### src/rtl/hsec_pkg.sv
package hsec_pkg;

    // True when v is a positive power of two: these positions hold check bits.
    function automatic bit is_pow2(input int v);
        return (v > 0) && ((v & (v - 1)) == 0);
    endfunction

    // Fewest check bits r that let a syndrome address DATA_W + r positions.
    function automatic int par_bits(input int dw);
        int res;
        res = 0;
        for (int r = 1; r < 16; r++) begin
            if (res == 0 && (1 << r) >= dw + r + 1) begin
                res = r;
            end
        end
        return res;
    endfunction

    // 1-based data index carried at codeword position p (0 for check slots).
    function automatic int data_idx(input int p);
        int cnt;
        cnt = 0;
        for (int q = 1; q <= p; q++) begin
            if (!is_pow2(q)) begin
                cnt++;
            end
        end
        return is_pow2(p) ? 0 : cnt;
    endfunction

    // 1-based codeword position that carries 1-based data index i.
    function automatic int data_pos(input int i);
        int cnt;
        int res;
        cnt = 0;
        res = 0;
        for (int p = 1; p < 64; p++) begin
            if (!is_pow2(p) && res == 0) begin
                cnt++;
                if (cnt == i) begin
                    res = p;
                end
            end
        end
        return res;
    endfunction

endpackage

### src/rtl/hsec_encoder.sv
module hsec_encoder #(
    parameter int DATA_W = 8,
    localparam int PAR_W = hsec_pkg::par_bits(DATA_W),
    localparam int CODE_W = DATA_W + PAR_W
) (
    input  logic              clk,
    input  logic              rst_n,
    input  logic              valid_i,
    input  logic [DATA_W-1:0] data_i,
    output logic              valid_o,
    output logic [CODE_W-1:0] code_o
);

    typedef struct packed {
        logic              valid;
        logic [CODE_W-1:0] code;
    } enc_state_t;

    // Group k: positions whose index has bit k set (position-indexed form).
    function automatic logic [CODE_W:1] group_mask(input int k);
        logic [CODE_W:1] m;
        m = '0;
        for (int p = 1; p <= CODE_W; p++) begin
            if (((p >> k) & 1) == 1) begin
                m[p] = 1'b1;
            end
        end
        return m;
    endfunction

    // Same group, expressed on the flat port vector (position 1 = MSB).
    function automatic logic [CODE_W-1:0] flat_mask(input int k);
        logic [CODE_W-1:0] m;
        m = '0;
        for (int p = 1; p <= CODE_W; p++) begin
            if (((p >> k) & 1) == 1) begin
                m[CODE_W-p] = 1'b1;
            end
        end
        return m;
    endfunction

    logic [CODE_W:1]   placed_d;   // data in its slots, check slots zero
    logic [CODE_W:1]   full_d;     // data plus check bits
    logic [PAR_W-1:0]  par_d;
    logic [CODE_W-1:0] flat_d;
    enc_state_t        st_d, st_q;

    for (genvar p = 1; p <= CODE_W; p++) begin : g_place
        if (hsec_pkg::is_pow2(p)) begin : g_chk
            assign placed_d[p] = 1'b0;
            assign full_d[p]   = par_d[$clog2(p)];
        end else begin : g_dat
            assign placed_d[p] = data_i[DATA_W - hsec_pkg::data_idx(p)];
            assign full_d[p]   = placed_d[p];
        end
        assign flat_d[CODE_W-p] = full_d[p];
    end

    for (genvar k = 0; k < PAR_W; k++) begin : g_par
        localparam logic [CODE_W:1] MASK = group_mask(k);
        assign par_d[k] = ^(placed_d & MASK);
    end

    always_comb begin
        st_d       = st_q;
        st_d.valid = valid_i;
        if (valid_i) begin
            st_d.code = flat_d;
        end
    end

    always_ff @(posedge clk or negedge rst_n) begin
        if (!rst_n) begin
            st_q <= '0;
        end else begin
            st_q <= st_d;
        end
    end

    assign valid_o = st_q.valid;
    assign code_o  = st_q.code;

    // Data bits pulled back out of the registered codeword.
    logic [DATA_W-1:0] held_data;
    for (genvar i = 1; i <= DATA_W; i++) begin : g_back
        assign held_data[DATA_W-i] = st_q.code[CODE_W - hsec_pkg::data_pos(i)];
    end

    AST_ENC_VALID_LAT: assert property (@(posedge clk) disable iff (!rst_n)
        valid_o == $past(valid_i));

    AST_ENC_DATA_SLOTS: assert property (@(posedge clk) disable iff (!rst_n)
        valid_i |=> held_data == $past(data_i));

    for (genvar k = 0; k < PAR_W; k++) begin : g_even
        localparam logic [CODE_W-1:0] FMASK = flat_mask(k);
        AST_ENC_EVEN_GROUP: assert property (@(posedge clk) disable iff (!rst_n)
            valid_o |-> ^(code_o & FMASK) == 1'b0);
    end

endmodule

### src/rtl/hsec_decoder.sv
module hsec_decoder #(
    parameter int DATA_W = 8,
    localparam int PAR_W = hsec_pkg::par_bits(DATA_W),
    localparam int CODE_W = DATA_W + PAR_W
) (
    input  logic              clk,
    input  logic              rst_n,
    input  logic              valid_i,
    input  logic [CODE_W-1:0] code_i,
    output logic              valid_o,
    output logic [DATA_W-1:0] data_o,
    output logic [CODE_W-1:0] code_o,
    output logic [PAR_W-1:0]  syn_o,
    output logic              err_o,
    output logic              uncorr_o
);

    typedef struct packed {
        logic              valid;
        logic [DATA_W-1:0] data;
        logic [CODE_W-1:0] code;
        logic [PAR_W-1:0]  syn;
        logic              err;
        logic              uncorr;
    } dec_state_t;

    function automatic logic [CODE_W:1] group_mask(input int k);
        logic [CODE_W:1] m;
        m = '0;
        for (int p = 1; p <= CODE_W; p++) begin
            if (((p >> k) & 1) == 1) begin
                m[p] = 1'b1;
            end
        end
        return m;
    endfunction

    logic [CODE_W:1]   rx_d;      // received, by position
    logic [CODE_W:1]   fixed_d;   // repaired, by position
    logic [PAR_W-1:0]  syn_d;
    logic              in_range_d;
    logic [CODE_W-1:0] fixed_flat_d;
    logic [DATA_W-1:0] data_d;
    dec_state_t        st_d, st_q;

    for (genvar p = 1; p <= CODE_W; p++) begin : g_pos
        assign rx_d[p]                = code_i[CODE_W-p];
        assign fixed_d[p]             = rx_d[p] ^ (in_range_d && (syn_d == PAR_W'(p)));
        assign fixed_flat_d[CODE_W-p] = fixed_d[p];
    end

    // Each failing group adds its weight 2^k: bit k of the syndrome.
    for (genvar k = 0; k < PAR_W; k++) begin : g_syn
        localparam logic [CODE_W:1] MASK = group_mask(k);
        assign syn_d[k] = ^(rx_d & MASK);
    end

    assign in_range_d = (syn_d != '0) && (int'(syn_d) <= CODE_W);

    for (genvar i = 1; i <= DATA_W; i++) begin : g_data
        assign data_d[DATA_W-i] = fixed_d[hsec_pkg::data_pos(i)];
    end

    always_comb begin
        st_d       = st_q;
        st_d.valid = valid_i;
        if (valid_i) begin
            st_d.data   = data_d;
            st_d.code   = fixed_flat_d;
            st_d.syn    = syn_d;
            st_d.err    = (syn_d != '0);
            st_d.uncorr = (syn_d != '0) && !in_range_d;
        end
    end

    always_ff @(posedge clk or negedge rst_n) begin
        if (!rst_n) begin
            st_q <= '0;
        end else begin
            st_q <= st_d;
        end
    end

    assign valid_o  = st_q.valid;
    assign data_o   = st_q.data;
    assign code_o   = st_q.code;
    assign syn_o    = st_q.syn;
    assign err_o    = st_q.err;
    assign uncorr_o = st_q.uncorr;

    AST_DEC_VALID_LAT: assert property (@(posedge clk) disable iff (!rst_n)
        valid_o == $past(valid_i));

    AST_DEC_CLEAN_QUIET: assert property (@(posedge clk) disable iff (!rst_n)
        (valid_o && syn_o == '0) |-> (!err_o && !uncorr_o));

    AST_DEC_ONE_FLIP: assert property (@(posedge clk) disable iff (!rst_n)
        valid_i |=> $countones(code_o ^ $past(code_i)) <= 1);

    AST_DEC_UNCORR_PASS: assert property (@(posedge clk) disable iff (!rst_n)
        valid_i |=> (!uncorr_o || (code_o == $past(code_i) && err_o)));

    AST_DEC_UNCORR_RANGE: assert property (@(posedge clk) disable iff (!rst_n)
        (valid_o && uncorr_o) |-> int'(syn_o) > CODE_W);

endmodule

### src/rtl/hsec_codec.sv
module hsec_codec #(
    parameter int DATA_W = 8,
    localparam int PAR_W = hsec_pkg::par_bits(DATA_W),
    localparam int CODE_W = DATA_W + PAR_W
) (
    input  logic              clk,
    input  logic              rst_n,
    input  logic              enc_valid_i,
    input  logic [DATA_W-1:0] enc_data_i,
    output logic              enc_valid_o,
    output logic [CODE_W-1:0] enc_code_o,
    input  logic              dec_valid_i,
    input  logic [CODE_W-1:0] dec_code_i,
    output logic              dec_valid_o,
    output logic [DATA_W-1:0] dec_data_o,
    output logic [CODE_W-1:0] dec_code_o,
    output logic [PAR_W-1:0]  dec_syn_o,
    output logic              dec_err_o,
    output logic              dec_uncorr_o
);

    hsec_encoder #(.DATA_W(DATA_W)) u_enc (
        .clk     (clk),
        .rst_n   (rst_n),
        .valid_i (enc_valid_i),
        .data_i  (enc_data_i),
        .valid_o (enc_valid_o),
        .code_o  (enc_code_o)
    );

    hsec_decoder #(.DATA_W(DATA_W)) u_dec (
        .clk      (clk),
        .rst_n    (rst_n),
        .valid_i  (dec_valid_i),
        .code_i   (dec_code_i),
        .valid_o  (dec_valid_o),
        .data_o   (dec_data_o),
        .code_o   (dec_code_o),
        .syn_o    (dec_syn_o),
        .err_o    (dec_err_o),
        .uncorr_o (dec_uncorr_o)
    );

    AST_RST_QUIET: assert property (@(posedge clk)
        !rst_n |-> (!enc_valid_o && !dec_valid_o && enc_code_o == '0
                    && dec_code_o == '0 && !dec_err_o && !dec_uncorr_o));

endmodule

### config.mk
export PLATFORM = sky130hd
export DESIGN_NAME = hsec_codec
export DESIGN_NICKNAME = d
export VERILOG_FILES = /design/src/rtl/hsec_pkg.sv /design/src/rtl/hsec_encoder.sv /design/src/rtl/hsec_decoder.sv /design/src/rtl/hsec_codec.sv
export SDC_FILE = /design/constraint.sdc
export NUM_CORES = 1
export LEC_CHECK = 0
export BUFFER_PORTS_ARGS = -buffer_cell sky130_fd_sc_hd__buf_2
export CORE_MARGIN = 2
export CORE_UTILIZATION = 25
export DETAILED_ROUTE_END_ITERATION = 10
export MAX_ROUTING_LAYER = met4
export SYNTH_ARGS = -nofsm -noshare
export SYNTH_HDL_FRONTEND = slang
export SYNTH_SLANG_ARGS = --single-unit
### constraint.sdc
create_clock -name clk -period 1.7 [get_ports clk]
set_input_delay 0 -clock clk [delete_from_list [all_inputs] [get_ports clk]]
set_output_delay 0 -clock clk [all_outputs]
set_load 0.03 [all_outputs]
# After elaboration in Yosys (flattened, before gate mapping)
# Index checks and enable logic that the tools add are counted.
# classes
n_lt_le_gt_ge	1
eq_ne	12
bitwise_logic	12
reduce_logical	24
# ops
op	n
$reduce_xor A12 Y1	8
$eq A4 B4 Y1 const B	5
$eq A4 B3 Y1 const B	4
$logic_and A1 B1 Y1	14
$xor A1 B1 Y1	12
$eq A4 B2 Y1 const B	2
$eq A4 B1 Y1 const B	1
$le A4 B4 Y1 const B	1
$reduce_bool A4 Y1	1
$logic_not A1 Y1	1
# totals
regBits	40
input_bits	24
wordCells	57

# Logic depth before layout (Yosys ltp)
# Gate-level depths: netlist of the first run.
# depth
ltp_word	5
depth_mapped	5

# Hierarchy
# A second synthesis of the first run with hierarchy kept.
# unflattened
cells_unflattened	178
hier_area_um2	1985.7
# by_module_without_submodules
module	instances	cells_per_inst	area_each_um2	seq_area_each_um2
hsec_decoder	1	140	1405.1	475.5
hsec_encoder	1	38	580.6	325.3

# Least setup slack after synthesis of the first run
# No wires, ideal clock.
# synth_path
path_kind	in2reg
start	input dec_code_i[2]
end	register u_dec.st_q, in the netlist u_dec.code_o[3]
setup_time_ps	142
arrival_time_ps	1185
required_ps	1558
slack_ps	373
stages	5
path_buffers	1
path_cell_list	xor3_1 -> xnor2_1 -> buf_2 -> a41o_1 -> o221ai_1
# synth_between
elab_chain_cells	5
word_cells_on_any_way	8
# synth_rtl
item	line_no	text
start, declared	hsec_codec.sv:13	input logic [CODE_W-1:0] dec_code_i,
$reduce_xor A12 Y1	hsec_decoder.sv:55	assign syn_d[k] = ^(rx_d & MASK);
$le A4 B4 Y1 / $reduce_bool A4 Y1 (equally long branches)	hsec_decoder.sv:58	assign in_range_d = (syn_d != '0) && (int'(syn_d) <= CODE_W);
$logic_and A1 B1 Y1	hsec_decoder.sv:58	
$logic_and A1 B1 Y1 *	hsec_decoder.sv:48	assign fixed_d[p] = rx_d[p] ^ (in_range_d && (syn_d == PAR_W'(p)));
$xor A1 B1 Y1 *	hsec_decoder.sv:48	
end signal, assigned	hsec_decoder.sv:80	st_q <= st_d;
end, declared	hsec_decoder.sv:44	dec_state_t st_d, st_q;
# Mark *: on every way between the ends. The rest lies on a longest branch, timed or not.
# A chain may end at the register's enable or synchronous reset.

# Final worst setup path of the first run
# layout_path
start	input enc_data_i[3]
end	register u_enc.st_q, in the netlist u_enc.code_o[11]
# layout_between
elab_chain_cells	1
# layout_rtl
item	line_no	text
start, declared	hsec_codec.sv:9	input logic [DATA_W-1:0] enc_data_i,
$reduce_xor A12 Y1	hsec_encoder.sv:62	assign par_d[k] = ^(placed_d & MASK);
end signal, assigned	hsec_encoder.sv:77	st_q <= st_d;
end, declared	hsec_encoder.sv:47	enc_state_t st_d, st_q;
# Every way passes these cells.

==> results of run 1 <==
-- metrics by stage --
step | cells | util | total power (uW)
after global routing | 341 | 0.323 | 2920
final | 341 | 0.323 | 2740
after CTS | 341 | 0.323 | 2790
after global placement | 328 | 0.305 | 2180
after detailed placement | 328 | 0.305 | 2200
after floorplan | 180 | - | 1890
-- final timing paths --
| kind | from | to |
|---|---|---|
| hold reg to reg | u_enc.code_o[11]$_DFFE_PN0P_ | u_enc.code_o[11]$_DFFE_PN0P_ |
| max in group asynchronous | rst_n | u_dec.syn_o[0]$_DFFE_PN0P_ |
| setup / recovery | enc_data_i[3] | u_enc.code_o[11]$_DFFE_PN0P_ |
| min in group asynchronous | rst_n | u_enc.code_o[8]$_DFFE_PN0P_ |
| setup reg to reg | u_enc.code_o[5]$_DFFE_PN0P_ | u_enc.code_o[5]$_DFFE_PN0P_ |
| hold / removal | enc_data_i[1] | u_enc.code_o[1]$_DFFE_PN0P_ |
-- layout make-up --
| class | instances | share of cell area |
|---|---|---|
| Tap cell | 102 | 0.0514 |
| Clock buffer | 5 | 0.0277 |
| Multi-Input combinational cell | 113 | 0.403 |
| Timing Repair Buffer | 74 | 0.171 |
| Clock inverter | 2 | 0.00504 |
| Inverter | 13 | 0.0196 |
| Sequential cell | 32 | 0.322 |
-- cells in the final DEF (no fill, tap or decap), types with 4 or more instances in the layout --
cell and n:
a21oi_1 5, a41o_1 12, buf_2 63, buf_4 4
clkbuf_8 5, dfrtp_1 32, dlygate4sd3_1 6, inv_1 13
mux2_2 12, nand2_1 12, nand2b_1 12, nand4_1 12
nor2_1 5, o221ai_1 12, xnor2_1 18, xor3_1 4
-- cell families after synthesis --
family / after synthesis
compound gates: 31
xor+xnor: 28
buf+inv: 35
flops: 32
mux: 12
simple gates: 42
-- metal layers --
layer	track usage	vias to the layer above
li1	-	750
met1	0.156	737
met2	0.170	45
met3	0.0346	2
met4	0.0294	0
met5	-	-
-- synth_stat cells (all sizes together) --
master   instances  area, um^2
a21oi            5        25.0
a41o            12         120
buf             16         106
clkbuf           6        22.5
dfrtp           32         801
inv             13        48.8
mux2            12         135
nand2           12        45.0
nand2b          12        75.1
nand4           12        75.1
nor2             5        18.8
nor4             1        12.5
o2111ai          1        8.76
o21ai            1        5.00
o221ai          12         105
xnor2           20         201
xnor3            2        46.3
xor2             2        32.5
xor3             4        95.1
-- flip-flops by register name, summed over array words and instances (netlist names) --
signal          cells
u_dec.code_o       12
u_enc.code_o       12
u_dec.syn_o         4
u_dec.err_o         1
u_dec.uncorr_o      1
u_dec.valid_o       1
u_enc.valid_o       1
-- report_power, final --
part | leakage, uW | internal, uW | switching [uW] | total [uW]
Combinational | 0.000721 | 421 | 805 | 1230
Sequential | 0.000377 | 889 | 73.2 | 962
Clock | 0.0000400 | 277 | 278 | 554
-- critical path: stages --
cell and delay (ns):
dlygate4sd3_1 0.53, buf_2 0.13, xnor2_1 0.28, xnor2_1 0.14, xnor2_1 0.14, mux2_2 0.26
==> impl_metrics.csv, run 1 <==
group,metric,value,unit
placement,pre_cts_ws,0.114,ns
grt,antenna_found_initial,0,
yosys,synthCells,180,
clock_tree,clk_pin_slew_worst_paths,0.06,ns
clock_tree,cts_resized,0,
sta,final_hold_viol_count,0,
drt,top_layer_used,"met4",
yosys,synth_top_family_by_area,"XOR/XNOR gates",
critical_path,end_kind,"flip-flop",
clock_tree,numCtsBuffers,5,
critical_path,crit_arrival,1.48,ns
min_path,min_path_type,"primary input to flip-flop",
power,p_per_area,1100,mW/mm^2
critical_path,rrSetupSlack,0.94,ns
drt,met2_length,2.04,mm
clock_tree,clock_sinks,32,
grt,grt_use_total,0.115,
sta,fin_hold_ws,0.0194,ns
finish,final_layout_size_suffix_gt1_frac,0.389,
floorplan,die_y,93.0,um
sta,period_share,0.776,
power,leakage,0.00114,uW
placement,portBuffers,63,
finish,multi_input_area,0.00100,mm^2
clock_tree,tritoncts,"done",
sta,relSlewSlack,0.513,
grt,grt_max_degree,48,
clock_tree,post_cts_hold_buffer_count,6,
grt,gr-total-overflow,0,
critical_path,start_kind,"primary input",
drt,wl_met3,277,um
floorplan,die_w,93.0,um
yosys,yosys_register_bits,32,
clock_tree,htree_levels,2,
yosys,synthSimpleGateAreaFrac,0.114,
drt,num_vias,1534,
floorplan,start_util,0.257,
outcome,status,"completed",
drt,dr.pass1.iters,4,
placement,place.gp.congestion,0.759,
grt,grt_pass1_wl,7.53,mm
yosys,synthMuxAreaShare,0.0683,
yosys,syn_nets,204,
drt,drt-initial-drc-count,45,
power,vdd_drop_max,558,uV
critical_path,r2r_cells,1,
sta,max_freq,0.758,GHz
placement,dpl-instance-area,0.00234,mm^2
yosys,synth-compound-area-share,0.133,
critical_path,path_class,"primary input to flip-flop",
yosys,synth_area,0.00198,mm^2
yosys,synth_xor_area_frac,0.190,
floorplan,die_area,0.00865,mm^2
job,maxCapViolations,0,
drt,vias_per_cell,4.50,
finish,syn2layout_area_growth,25.5,%
drt,drcViolationCount,0,
yosys,synthAdderAreaFrac,0,
drt,wire_per_inst,13.5,um
clock_tree,cts_root_buffer,"clkbuf_8",
sta,finalCriticalPeriod,1.32,ns
yosys,synth_cell_type_count,24,
yosys,synth_seq_area_share,0.405,
floorplan,rows,32,
clock_tree,cts.path.max_buffers,2,
floorplan,io_pins,64,
finish,finalNetCount,263,
sta,rsz0062_at_grt,"false",
finish,fin_area,0.00248,mm^2
clock_tree,clk_latency,0.28,ns
placement,hpwlAfterDp,3.35,mm
finish,fillers,829,
sta,worst_pin_slew,0.730,ns
sta,setup_viol,0,
drt,antenna_left,0,
yosys,yosys_warnings,0,
sta,drv_slew,0,
critical_path,cp.required,1.86,ns
drt,wl,4.62,mm
sta,setup_tns,0,ns
floorplan,core_region_area,0.00769,mm^2
finish,antenna_cells,0,
min_path,whs_path_depth,2,
sta,fin_skew,0,ns
sta,setup_ws,0.381,ns
clock_tree,post-cts-setup-buffers,0,
finish,seq_area,801,um^2
critical_path,crit_fanout,2,
grt,grt_pass1_vias,1487,
drt,wl_met1,2.29,mm
yosys,synth_area_per_cell,11.0,um^2
Note: power is estimated with default switching activity, not from simulation.
==> run 2: changes to the inputs <==
Clock period 1.7 ns to 1.38 ns, I/O delays scaled along.
==> impl_metrics.csv, run 2 (same netlist as run 1, synthesis figures left out) <==
group,metric,value,unit
placement,hpwlAfterDp,3.49,mm
power,power_frac_clock,0.216,
grt,grt.busiest_layer,"met2",
finish,fin_area,0.00261,mm^2
job,maxCapViolations,0,
floorplan,die_area,0.00865,mm^2
critical_path,crit_arrival,1.45,ns
critical_path,rr_startpoint,"u_enc.code_o[5]$_DFFE_PN0P_",
drt,wl,4.69,mm
drt,wire_per_inst,13.4,um
sta,period_share,0.933,
sta,setup_viol,0,
grt,use_met1,0.164,
power,leakage,0.00121,uW
power,p_per_area,1380,mW/mm^2
finish,final_common_cell,"buf_2",
clock_tree,clk_pin_slew_worst_paths,0.06,ns
grt,grt_pass1_vias,1520,
finish,antenna_cells,0,
placement,dpl-instance-area,0.00245,mm^2
critical_path,crit_fanout,2,
finish,syn2layout_area_growth,31.6,%
clock_tree,clock_sinks,32,
grt,grt_use_total,0.115,
power,pwr-share-comb,0.454,
critical_path,endpoint,"u_enc.code_o[10]$_DFFE_PN0P_",
power,seqPwrFrac,0.329,
grt,antenna_found_initial,0,
drt,vias_per_cell,4.45,
placement,place.gp.congestion,0.785,
sta,worst_pin_slew,0.730,ns
grt,gr-total-overflow,0,
clock_tree,htree_levels,2,
drt,antenna_left,0,
clock_tree,post-cts-setup-buffers,0,
floorplan,start_util,0.257,
outcome,status,"completed",
sta,relSlewSlack,0.514,
finish,layout_common_cells,"buf_2 (63), dfrtp_1 (32), xnor2_1 (17)",
clock_tree,cts_root_buffer,"clkbuf_8",
power,swShare,0.398,
power,p_int,2160,uW
floorplan,die_y,93.0,um
sta,drv_slew,0,
floorplan,io_pins,64,
clock_tree,clk_latency,0.28,ns
sta,max_freq,0.777,GHz
drt,drcViolationCount,0,
sta,finalCriticalPeriod,1.29,ns
grt,grt_pass1_wl,7.68,mm
finish,multi_input_area,0.00101,mm^2
drt,drt-initial-drc-count,58,
critical_path,path_class,"primary input to flip-flop",
sta,fin_hold_ws,0.0137,ns
grt,grt_use_met2,0.171,
sta,fin_skew,0,ns
floorplan,rows,32,
power,vdd_drop_max,559,uV
drt,dr.pass1.iters,4,
drt,num_vias,1562,
finish,final_layout_size_suffix_gt1_frac,0.422,
grt,grt_max_degree,34,
critical_path,cp.required,1.54,ns
critical_path,rrSetupSlack,0.62,ns
min_path,min_path_type,"primary input to flip-flop",
finish,finalNetCount,273,
critical_path,r2r_cells,1,
critical_path,r2r_end,"u_enc.code_o[5]$_DFFE_PN0P_",
critical_path,cp-startpoint,"enc_data_i[5]",
critical_path,start_kind,"primary input",
finish,fillers,824,
sta,rsz0062_at_grt,"false",
clock_tree,cts.path.max_buffers,2,
finish,seq_area,801,um^2
floorplan,core_region_area,0.00769,mm^2
placement,portBuffers,63,
critical_path,end_kind,"flip-flop",
sta,final_hold_viol_count,0,
grt,grtUsageMet3,0.0274,
clock_tree,numCtsBuffers,5,
clock_tree,tritoncts,"done",
power,switchingPower,1430,uW
floorplan,die_w,93.0,um
[run 2: changes by cell type in the layout (fill, tap and decap cells not counted), sizes merged]
| cell | before | now |
|---|---|---|
| buf | 68 | 79 |
| clkbuf | 5 | 7 |
| clkinv | 1 | 0 |
| clkinvlp | 1 | 0 |
| dlygate4sd3 | 6 | 5 |
[run 2: worst min path at each step]
stage                        from                      endpoint  depth (start not counted)
floorplan                   rst_n   u_dec.code_o[0]$_DFFE_PN0P_                          0
global placement            rst_n  u_enc.code_o[11]$_DFFE_PN0P_                          1
detailed placement          rst_n  u_enc.code_o[11]$_DFFE_PN0P_                          1
CTS                   enc_valid_i       u_enc.valid_o$_DFF_PN0_                          1
global route        enc_data_i[4]   u_enc.code_o[5]$_DFFE_PN0P_                          2
finish                enc_valid_i       u_enc.valid_o$_DFF_PN0_                          1
[run 2: area by class of cell]
cell class,count,share of cell area
multi-input cells,113,0.387
clock buffers,7,0.0370
flip-flops and latches,32,0.307
inverters,13,0.0187
well taps,102,0.0490
repair buffers,84,0.201
[run 2: routing by layer]
| layer | wire [um] | vias up |
|---|---|---|
| met3 | 286 | 2 |
| li1 | - | 772 |
| met5 | 0 | - |
| met1 | 2330 | 732 |
| met2 | 2050 | 56 |
| met4 | 19 | 0 |
[run 2: critical path, cell delays in order]
cell           delay (ns)
dlygate4sd3_1        0.55
buf_2                0.14
xnor2_1              0.25
xnor2_1              0.13
xnor2_1              0.13
mux2_2               0.26
[run 2: stage by stage]
stage	total power, uW	TNS, ns	setup WS [ns]	utilization	std cells
2_1_floorplan	2330	0	0.0530	-	180
3_5_place_dp	2840	-0.653	-0.106	0.319	339
3_3_place_gp	2810	-0.488	-0.0995	0.319	339
5_1_grt	3820	0	0.0278	0.339	351
4_1_cts	3650	0	0.0816	0.338	351
6_report	3590	0	0.0931	0.339	351
[run 2: power groups by stage]
| stage | logic, uW | clock network, uW | registers (uW) |
|---|---|---|---|
| finish | 1630 | 777 | 1180 |
| floorplan | 813 | 0 | 1520 |
| global route | 1760 | 849 | 1210 |
| global placement | 1600 | 0 | 1200 |
| CTS | 1640 | 813 | 1190 |
| detailed placement | 1630 | 0 | 1210 |
[run 2: what timing repair did]
action / 4_1_cts / 5_1_grt
resized for setup: 0 / 1
endpoints found under the setup margin: 0 / 1
hold endpoints to repair: 36 / 0
hold buffers: 5 / 0
==> run 3: changes to the inputs <==
Settings changed: RECOVER_POWER set to 100.
==> impl_metrics.csv, run 3 (same netlist as run 1, synthesis figures left out) <==
group,metric,value,unit
sta,fin_hold_ws,0.0225,ns
drt,vias_per_cell,4.49,
finish,syn2layout_area_growth,27.5,%
critical_path,cp_num_buf_inv,2,
floorplan,io_pins,64,
sta,setup_viol,0,
clock_tree,htree_levels,2,
finish,post-route-util,0.328,
finish,finalNetCount,273,
floorplan,die_y,93.0,um
sta,final_hold_viol_count,0,
critical_path,path_class,"primary input to flip-flop",
floorplan,core_region_area,0.00769,mm^2
drt,wl,4.74,mm
sta,drv_slew,0,
finish,final_layout_size_suffix_gt1_frac,0.245,
floorplan,die_area,0.00865,mm^2
clock_tree,tritoncts,"done",
power,leakage,0.00108,uW
sta,finalCriticalPeriod,1.29,ns
sta,rsz0062_at_grt,"false",
clock_tree,clock_sinks,32,
finish,layout_common_cells,"clkbuf_1 (43), dfrtp_1 (32), buf_2 (19)",
min_path,min_path_type,"primary input to flip-flop",
placement,place_inst,339,
placement,portBuffers,63,
clock_tree,clk_latency,0.28,ns
drt,num_vias,1575,
drt,dr.pass1.iters,4,
critical_path,crit_family,"buffers and inverters",
grt,grt_pass1_wl,7.68,mm
clock_tree,cts_root_buffer,"clkbuf_8",
power,vdd_drop_max,535,uV
floorplan,rows,32,
critical_path,crit_path_cell_trace,"dlygate4sd3_1 -> clkbuf_1 -> xnor2_1 -> xnor2_1 -> xnor2_1 -> mux2_2",
grt,gr-total-overflow,0,
drt,drcViolationCount,0,
clock_tree,cts.path.max_buffers,2,
sta,max_freq,0.777,GHz
drt,drt-initial-drc-count,58,
grt,grt_max_degree,34,
finish,antenna_cells,0,
finish,multi_input_area,0.00100,mm^2
finish,seq_area,801,um^2
sta,relSlewSlack,0.461,
finish,fillers,837,
grt,grt_pass1_vias,1520,
power,p_per_area,1390,mW/mm^2
finish,final_cells,351,
outcome,status,"completed",
sta,worst_pin_slew,0.809,ns
clock_tree,numCtsBuffers,5,
critical_path,start_kind,"primary input",
sta,setup_tns,0,ns
critical_path,crit_fanout,2,
drt,antenna_left,0,
drt,wire_per_inst,13.5,um
finish,final_common_cell,"clkbuf_1",
clock_tree,post-cts-setup-buffers,0,
critical_path,end_kind,"flip-flop",
clock_tree,clk_pin_slew_worst_paths,0.06,ns
critical_path,path_common_cell,"xnor2_1",
job,maxCapViolations,0,
floorplan,die_w,93.0,um
grt,antenna_found_initial,0,
critical_path,crit_arrival,1.45,ns
sta,fin_skew,0,ns
placement,hpwlAfterDp,3.49,mm
critical_path,cp.required,1.54,ns
grt,grt_use_total,0.115,
critical_path,slowest_stage,"dlygate4sd3_1",
critical_path,cp_slowest_stage_delay,0.55,ns
sta,period_share,0.932,
floorplan,start_util,0.257,
placement,place.gp.congestion,0.785,
-- run 3: repair_timing --
item | 4_1_cts | 5_1_grt
hold buffers | 5 | 0
gates resized for setup | 0 | 1
endpoints found under the hold margin | 36 | 0
endpoints found under the setup margin | 0 | 1
-- run 3: path summary, 6_finish.rpt --
path	slack [ns]	start	to	cells after the start
max	0.09	enc_data_i[5]	u_enc.code_o[10]$_DFFE_PN0P_	6
min	0.02	enc_data_i[4]	u_enc.code_o[5]$_DFFE_PN0P_	2
max reg2reg	0.62	u_enc.code_o[5]$_DFFE_PN0P_	u_enc.code_o[5]$_DFFE_PN0P_	1
min reg2reg	0.51	u_enc.code_o[3]$_DFFE_PN0P_	u_enc.code_o[3]$_DFFE_PN0P_	1
max in group asynchronous	0.52	rst_n	u_enc.code_o[2]$_DFFE_PN0P_	2
min in group asynchronous	0.35	rst_n	u_enc.code_o[11]$_DFFE_PN0P_	2
-- run 3: area by class of cell --
type                    instances  share of cell area
multi-input cells             113               0.397
clock buffers                   7              0.0382
flip-flops and latches         32               0.317
repair buffers                 84               0.178
well taps                     102              0.0506
inverters                      13              0.0193
-- run 3: power by group --
part           leakage, uW  switching (uW)  internal [uW]
combinational     0.000653            1010            530
clock            0.0000503             329            444
sequential        0.000377            96.4           1100
total              0.00108            1430           2070
-- run 3: stage by stage --
| stage | cell area, um^2 | power (uW) | setup WS (ns) |
|---|---|---|---|
| after floorplan | 1980 | 2330 | 0.0530 |
| after global placement | 2450 | 2810 | -0.0995 |
| after detailed placement | 2450 | 2840 | -0.106 |
| after CTS | 2600 | 3650 | 0.0816 |
| after global routing | 2520 | 3730 | 0.0164 |
| final | 2520 | 3500 | 0.0934 |
-- run 3: metal layers --
| layer | routed length, um | vias to the layer above | track usage |
|---|---|---|---|
| met3 | 340 | 2 | 0.0274 |
| li1 | - | 773 | - |
| met5 | 0 | - | - |
| met1 | 2330 | 736 | 0.164 |
| met4 | 19 | 0 | 0.0147 |
| met2 | 2050 | 64 | 0.171 |
